### config.mk
export PLATFORM = sky130hd
export DESIGN_NAME = pkt_framer_tx
export DESIGN_NICKNAME = d
export VERILOG_FILES = /design/src/rtl/pf_pkg.sv /design/src/rtl/pf_shifter.sv /design/src/rtl/pf_crc16.sv /design/src/rtl/pkt_framer_tx.sv
export SDC_FILE = /design/constraint.sdc
export NUM_CORES = 1
export LEC_CHECK = 0
export ABC_CLOCK_PERIOD_IN_PS = 3750
export CORE_MARGIN = 5
export CORE_UTILIZATION = 30
export CTS_BUF_LIST = sky130_fd_sc_hd__clkbuf_4
export CTS_CLUSTER_SIZE = 16
export DETAILED_ROUTE_END_ITERATION = 12
export PLACE_DENSITY = 0.47
export SLEW_MARGIN = 20
export SYNTH_ARGS = -nofsm -noshare
export SYNTH_HDL_FRONTEND = slang
export SYNTH_SLANG_ARGS = --single-unit
### constraint.sdc
create_clock -name clk -period 3.75 [get_ports clk]
set_input_delay 0.75 -clock clk [delete_from_list [all_inputs] [get_ports clk]]
set_output_delay 0.75 -clock clk [all_outputs]
set_load 0.005 [all_outputs]
### src/rtl/pf_pkg.sv
package pf_pkg;
  localparam int BYTE_W = 8;
  localparam int CRC_W  = 16;

  typedef enum logic [2:0] {
    ST_IDLE, ST_PRE, ST_SYNC, ST_DATA, ST_CRC, ST_DONE
  } pf_state_e;

  localparam logic [BYTE_W-1:0] PRE_BYTE = 8'h55;

  function automatic logic [CRC_W-1:0] pf_poly(input logic [1:0] sel);
    case (sel)
      2'd0:    return 16'h1021;
      2'd1:    return 16'h8005;
      2'd2:    return 16'h3D65;
      default: return 16'h8BB7;
    endcase
  endfunction
endpackage

### src/rtl/pf_shifter.sv
module pf_shifter #(
  parameter int W = 8
) (
  input  logic         clk,
  input  logic         rst_n,
  input  logic         load,
  input  logic [W-1:0] din,
  input  logic         shift,
  output logic         dout,
  output logic         last
);
  localparam int CW = (W > 1) ? $clog2(W) : 1;

  logic [W-1:0]  sr_q;
  logic [CW-1:0] cnt_q;

  always_ff @(posedge clk or negedge rst_n) begin
    if (!rst_n) begin
      sr_q  <= '0;
      cnt_q <= '0;
    end else if (load) begin
      sr_q  <= din;
      cnt_q <= '0;
    end else if (shift) begin
      sr_q  <= {sr_q[W-2:0], 1'b0};
      cnt_q <= cnt_q + 1'b1;
    end
  end

  assign dout = sr_q[W-1];
  assign last = (cnt_q == CW'(W - 1));

  // a freshly loaded byte always starts at its first bit
  a_r3_load_restarts: assert property (@(posedge clk) disable iff (!rst_n)
    load |=> !last);
endmodule

### src/rtl/pf_crc16.sv
module pf_crc16 #(
  parameter int W = 16
) (
  input  logic         clk,
  input  logic         rst_n,
  input  logic         init,
  input  logic         en,
  input  logic         bit_i,
  input  logic [W-1:0] poly,
  output logic [W-1:0] crc_q,
  output logic [W-1:0] crc_nx
);
  logic         fb;
  logic [W-1:0] step;

  always_comb begin
    fb     = crc_q[W-1] ^ bit_i;
    step   = {crc_q[W-2:0], 1'b0} ^ (fb ? poly : '0);
    crc_nx = en ? step : crc_q;
  end

  always_ff @(posedge clk or negedge rst_n) begin
    if (!rst_n)    crc_q <= '1;
    else if (init) crc_q <= '1;
    else           crc_q <= crc_nx;
  end

  // checksum only moves on payload bits or a new frame
  a_r4_crc_hold: assert property (@(posedge clk) disable iff (!rst_n)
    (!en && !init) |=> $stable(crc_q));
endmodule

### src/rtl/pkt_framer_tx.sv
module pkt_framer_tx
  import pf_pkg::*;
#(
  parameter int PRE_LEN_W  = 8,
  parameter int SYNC_BYTES = 4,
  parameter int PAY_LEN_W  = 8
) (
  input  logic                               clk,
  input  logic                               rst_n,
  input  logic                               start,
  input  logic [PRE_LEN_W-1:0]               cfg_pre_len,
  input  logic [$clog2(SYNC_BYTES)-1:0]      cfg_sync_len,
  input  logic [SYNC_BYTES*BYTE_W-1:0]       cfg_sync_word,
  input  logic [PAY_LEN_W-1:0]               cfg_pay_len,
  input  logic                               cfg_crc_en,
  input  logic [1:0]                         cfg_crc_sel,
  input  logic                               in_valid,
  output logic                               in_ready,
  input  logic [BYTE_W-1:0]                  in_data,
  output logic                               out_valid,
  input  logic                               out_ready,
  output logic                               out_bit,
  output logic                               done,
  output logic                               err_underflow
);
  localparam int SEL_W = $clog2(SYNC_BYTES);
  localparam int CNT_W = (PRE_LEN_W > PAY_LEN_W) ? PRE_LEN_W : PAY_LEN_W;
  localparam logic [CNT_W-1:0] ONE = CNT_W'(1);

  pf_state_e state_q, next_state;

  logic [PRE_LEN_W-1:0]         pre_len_q;
  logic [SEL_W-1:0]             sync_n_q;
  logic [SYNC_BYTES*BYTE_W-1:0] sync_q;
  logic [PAY_LEN_W-1:0]         pay_len_q;
  logic                         crc_en_q;
  logic [1:0]                   crc_sel_q;
  logic [CNT_W-1:0]             byte_cnt;
  logic                         err_q;

  logic              load, fetch, underflow, need_data, need_tail;
  logic [BYTE_W-1:0] nbyte;
  logic              sh_bit, sh_last, out_hs, byte_end, kick;
  logic [SEL_W-1:0]  sync_idx;
  logic [CRC_W-1:0]  crc_q, crc_nx;
  logic [CNT_W-1:0]  pre_last, pay_last;

  assign out_valid = (state_q == ST_PRE) || (state_q == ST_SYNC) ||
                     (state_q == ST_DATA) || (state_q == ST_CRC);
  assign out_hs    = out_valid && out_ready;
  assign byte_end  = out_hs && sh_last;
  assign kick      = (state_q == ST_IDLE) && start;
  assign sync_idx  = byte_cnt[SEL_W-1:0] - 1'b1;
  assign pre_last  = CNT_W'(pre_len_q) - ONE;
  assign pay_last  = CNT_W'(pay_len_q) - ONE;

  always_comb begin
    next_state = state_q;
    load       = 1'b0;
    nbyte      = '0;
    fetch      = 1'b0;
    underflow  = 1'b0;
    need_data  = 1'b0;
    need_tail  = 1'b0;
    case (state_q)
      ST_IDLE: if (start) begin
        next_state = ST_PRE;
        load       = 1'b1;
        nbyte      = PRE_BYTE;
      end
      ST_PRE: if (byte_end) begin
        load = 1'b1;
        if (byte_cnt == pre_last) begin
          next_state = ST_SYNC;
          nbyte      = sync_q[BYTE_W*sync_n_q +: BYTE_W];
        end else begin
          nbyte = PRE_BYTE;
        end
      end
      ST_SYNC: if (byte_end) begin
        if (byte_cnt == '0) begin
          if (pay_len_q != '0) need_data = 1'b1;
          else                 need_tail = 1'b1;
        end else begin
          load  = 1'b1;
          nbyte = sync_q[BYTE_W*sync_idx +: BYTE_W];
        end
      end
      ST_DATA: if (byte_end) begin
        if (byte_cnt == pay_last) need_tail = 1'b1;
        else                      need_data = 1'b1;
      end
      ST_CRC: if (byte_end) begin
        if (byte_cnt == '0) begin
          load  = 1'b1;
          nbyte = crc_q[BYTE_W-1:0];
        end else begin
          next_state = ST_DONE;
        end
      end
      ST_DONE: next_state = ST_IDLE;
      default: next_state = ST_IDLE;
    endcase

    if (need_data) begin
      fetch = 1'b1;
      if (in_valid) begin
        next_state = ST_DATA;
        load       = 1'b1;
        nbyte      = in_data;
      end else begin
        next_state = ST_IDLE;
        underflow  = 1'b1;
      end
    end
    if (need_tail) begin
      if (crc_en_q) begin
        next_state = ST_CRC;
        load       = 1'b1;
        nbyte      = crc_nx[CRC_W-1 -: BYTE_W];
      end else begin
        next_state = ST_DONE;
      end
    end
  end

  always_ff @(posedge clk or negedge rst_n) begin
    if (!rst_n) begin
      state_q   <= ST_IDLE;
      pre_len_q <= '0;
      sync_n_q  <= '0;
      sync_q    <= '0;
      pay_len_q <= '0;
      crc_en_q  <= 1'b0;
      crc_sel_q <= '0;
      byte_cnt  <= '0;
      err_q     <= 1'b0;
    end else begin
      state_q <= next_state;
      err_q   <= underflow;
      if (kick) begin
        pre_len_q <= cfg_pre_len;
        sync_n_q  <= cfg_sync_len;
        sync_q    <= cfg_sync_word;
        pay_len_q <= cfg_pay_len;
        crc_en_q  <= cfg_crc_en;
        crc_sel_q <= cfg_crc_sel;
      end
      if (next_state != state_q)
        byte_cnt <= (next_state == ST_SYNC) ? CNT_W'(sync_n_q) : '0;
      else if (byte_end)
        byte_cnt <= (state_q == ST_SYNC) ? byte_cnt - ONE : byte_cnt + ONE;
    end
  end

  pf_shifter #(.W(BYTE_W)) u_shift (
    .clk   (clk),
    .rst_n (rst_n),
    .load  (load),
    .din   (nbyte),
    .shift (out_hs),
    .dout  (sh_bit),
    .last  (sh_last)
  );

  pf_crc16 #(.W(CRC_W)) u_crc (
    .clk    (clk),
    .rst_n  (rst_n),
    .init   (kick),
    .en     ((state_q == ST_DATA) && out_hs),
    .bit_i  (sh_bit),
    .poly   (pf_poly(crc_sel_q)),
    .crc_q  (crc_q),
    .crc_nx (crc_nx)
  );

  assign out_bit       = sh_bit;
  assign in_ready      = fetch;
  assign done          = (state_q == ST_DONE);
  assign err_underflow = err_q;

  // a stalled bit is held
  a_r6_hold_bit: assert property (@(posedge clk) disable iff (!rst_n)
    (out_valid && !out_ready) |=> (out_valid && $stable(out_bit)));
  // a byte is only requested with an output handshake
  a_r7_ready_on_hs: assert property (@(posedge clk) disable iff (!rst_n)
    in_ready |-> (out_valid && out_ready));
  // completion is a single quiet cycle
  a_r8_done_single: assert property (@(posedge clk) disable iff (!rst_n)
    done |=> !done);
  a_r8_done_quiet: assert property (@(posedge clk) disable iff (!rst_n)
    done |-> !out_valid);
  // an abort leaves the output idle and never signals completion
  a_r10_abort_quiet: assert property (@(posedge clk) disable iff (!rst_n)
    err_underflow |-> (!out_valid && !done));
  // a frame opens with a zero bit
  a_r1_first_zero: assert property (@(posedge clk) disable iff (!rst_n)
    $rose(out_valid) |-> !out_bit);
  // a start during a frame does not cut the frame short
  a_r9_busy_start: assert property (@(posedge clk) disable iff (!rst_n)
    (out_valid && start && !byte_end) |=> out_valid);
endmodule

==> impl_metrics.env <==
export IMPL_status="complete, no violations"
export IMPL_worstPathArrival_ns=2.62
export IMPL_setup_violations=0
export IMPL_synth_cells=612
export IMPL_relSlewSlack=0.574
export IMPL_post_synth_cell_area_avg_um2=9.10
export IMPL_finClkSkew_ns=0.0286
export IMPL_clk_latency_ns=0.46
export IMPL_startpoint_type="register"
export IMPL_die_w_um=146
export IMPL_postSynth_asyncResetShare=1.00
export IMPL_worst_ep_required_time_ns=3.00
export IMPL_antenna_found_initial=0
export IMPL_fill_cells=1878
export IMPL_vias=4561
export IMPL_p_sw_mw=1.07
export IMPL_dieArea_um2=21400
export IMPL_grt_pass1_wl_um=25100
export IMPL_p_total_mw=3.06
export IMPL_dp_hpwl_um=11300
export IMPL_grt_busiest_layer="met1"
export IMPL_routedWlPerCell_um=16.5
export IMPL_path_cells="or4_4 > or4_4 > nand3_2 > a41oi_4 > o21ai_4 > inv_2 > dlymetal6s2s_1"
export IMPL_clkPwrFrac=0.184
export IMPL_hold_buffers=0
export IMPL_maxCapViolCount=0
export IMPL_crit_top_cell="or4_4"
export IMPL_stdcell_area_um2=6700
export IMPL_finalHoldViolCount=0
export IMPL_drtPass1Iterations=4
export IMPL_yosysWarnings=0
export IMPL_synth_top_area_frac=0.341
export IMPL_worst_pin_slew_ns=0.639
export IMPL_cts_tree="yes"
export IMPL_clk_path_buf_depth=2
export IMPL_hold_path_class="in2async"
export IMPL_place_ws_ns=0.474
export IMPL_cp_max_fo=4
export IMPL_htreeDepth=3
export IMPL_power_internal_mw=1.98
export IMPL_grt_usage=0.143
export IMPL_layout_min_cycle_time_ns=3.37
export IMPL_r2r_end="byte_cnt[7]"
export IMPL_dp_cells=893
export IMPL_synth_cell_area_um2=5570
export IMPL_grt_pass1_vias=4766
export IMPL_grt_overflow=0
export IMPL_synth_seq_cells=92
export IMPL_postPlaceCellArea_um2=6510
export IMPL_crit_cells=7
export IMPL_rsz0062_at_grt="no"
export IMPL_critPathKind="reg2out"
export IMPL_yosysUniqueCellTypes=61
export IMPL_nets=759
export IMPL_grt_use_met3=0.0251
export IMPL_crit_path_end_kind="output pin"
export IMPL_io_pins=71
export IMPL_cp_endpoint="in_ready"
export IMPL_syn_nets=690
export IMPL_fp_dieH_um=146
export IMPL_diodes=0
export IMPL_vdd_drop_max_mv=0.187
export IMPL_drtAntennaViolNets=0
export IMPL_finalCoreUtilization=0.369
export IMPL_use_met2=0.210
export IMPL_row_count=49
export IMPL_clock_sinks=92
export IMPL_synth_top_area_cell="dfrtp_1"
export IMPL_timing_critical_path_buf_inv=2
export IMPL_power_density_nw_per_um2=456
export IMPL_place_congestion=0.847
export IMPL_wl_um=15100
export IMPL_synth_seq_area_share=0.417
export IMPL_start_util=0.307
export IMPL_synth_edf_count=0
export IMPL_gr_usage_met1=0.218
export IMPL_cts_buffers=9
export IMPL_vias_per_cell=4.98
export IMPL_core_area_um2=18100
export IMPL_p_sw_frac=0.351
export IMPL_rr_worst_depth=12
export IMPL_seqPwrFrac=0.472
export IMPL_io_buffers=70
export IMPL_grt_max_degree=50
export IMPL_cp_slowest_stage_delay_ns=0.55
export IMPL_area_delta_synth_final_pct=20.3
export IMPL_drc_errors=0
export IMPL_stdcell_count=915
export IMPL_rrSetupSlack_ns=0.48
export IMPL_post_route_cells_drive_above_1_share=0.130
export IMPL_drv_slew=0
export IMPL_root_buffer="clkbuf_4"
export IMPL_ys_flop_type="dfrtp_1"
export IMPL_p_leak_nw=2.97
export IMPL_crit_family="simple AND/OR/NAND/NOR gates"
export IMPL_setup_slack_ns=0.381
export IMPL_ys_top_cells_by_area="dfrtp_1, nand2_1, dfstp_2"
export IMPL_critPathSlowestCell="or4_4"
export IMPL_max_freq_ghz=0.297
export IMPL_r2r_start="state_q[2]"
export IMPL_tns_ns=0
export IMPL_clk_pin_slew_worst_paths_ns=0.14
export IMPL_drt_iter0_drc=334
export IMPL_crit_path_start="pay_len_q[0]"
export IMPL_power_frac_comb=0.344
export IMPL_whs_ns=0.296
export IMPL_min_period_over_period=0.898
## routing by layer
metal  part of all wire  up-vias  wire length (um)
met2               0.42       98              6400
met5                  0        -                 0
met4              0.011        0               168
li1                   -     2257                 -
met3              0.039       12               595
met1               0.53     2194              7970
## what timing repair did
action | 4_1_cts | 5_1_grt
gates resized for setup | 1 | 2
buffers inserted | 3 | 3
endpoints found under the setup margin | 1 | 1
gates cloned | 0 | 0
pin swaps | 1 | 1
## placed cells by master (no fill, tap or decap), types with 8 or more instances in the layout
cell and instances:
buf_4 19, nand3_1 10, xnor2_1 26, dfstp_2 16
mux4_2 16, clkbuf_4 10, o211ai_1 12, xor2_1 15
ha_1 11, nor3_1 12, nand2b_1 10, o21ai_0 27
inv_1 17, a221oi_1 8, nand2_1 186, a22oi_1 8
a21oi_1 12, nor2_1 31, clkdlybuf4s50_1 68, dfrtp_1 75
## sequential cells by signal (all words and copies together), names as in the netlist
register / cells
u_shift.sr_q: 8
crc_sel_q: 2
sync_n_q: 2
pay_len_q: 8
u_shift.cnt_q: 3
err_underflow: 1
pre_len_q: 8
u_crc.crc_q: 16
sync_q: 32
crc_en_q: 1
byte_cnt: 8
state_q: 3
## cells by family (layout without fill, tap and decap cells)
kind of cell | count (synthesis) | after routing | share of synthesized area
simple gates | 286 | 286 | 0.225
fa+ha+maj | 12 | 12 | 0.0283
flops | 92 | 92 | 0.417
compound gates | 106 | 106 | 0.142
mux | 26 | 26 | 0.0843
xor+xnor | 41 | 41 | 0.0645
buf+inv | 49 | 123 | 0.0389
## cell type report
type,count,area [um2],share of cell area
clock inverter,6,62.6,0.00934
tap,229,287,0.0428
multi-input combinational,471,3050,0.455
timing repair buffer,88,836,0.125
inverter,19,71.3,0.0106
sequential,92,2320,0.347
clock buffer,10,75.1,0.0112
## how the worst min path moves through the flow
stage	endpoint	start	slack, ns
after detailed placement	sync_q[24]	sync_q[24]	0.48
after CTS	crc_sel_q[0]	rst_n	0.28
final	pre_len_q[7]	rst_n	0.30
after floorplan	byte_cnt[0]	rst_n	0.45
after global routing	pre_len_q[2]	rst_n	0.29
after global placement	sync_q[16]	sync_q[16]	0.48
## power by group through the flow
stage,logic (mW),registers (mW),clock network [mW]
after detailed placement,1.04,1.47,0
after CTS,1.06,1.45,0.584
after floorplan,0.779,1.38,0
final,1.05,1.44,0.562
after global placement,1.03,1.45,0
after global routing,1.17,1.48,0.626
## cell usage after synthesis (all sizes together) (3+ instances only)
cell type	instances
nand2	186
dfrtp	76
nor2	32
o21ai	31
xnor2	26
inv	18
clkbuf	16
dfstp	16
mux4	16
xor2	15
buf	14
o211ai	14
a21oi	13
nor3	13
nand3	12
ha	11
nand2b	10
a221oi	8
a22oi	8
mux2	7
o211a	7
nor2b	6
and3	5
or4	4
and3b	3
mux2i	3
nor4	3
o2111ai	3
o21a	3
o221ai	3
o2bb2ai	3
o31ai	3
or3	3
Note: power is estimated with default switching activity, not from simulation.
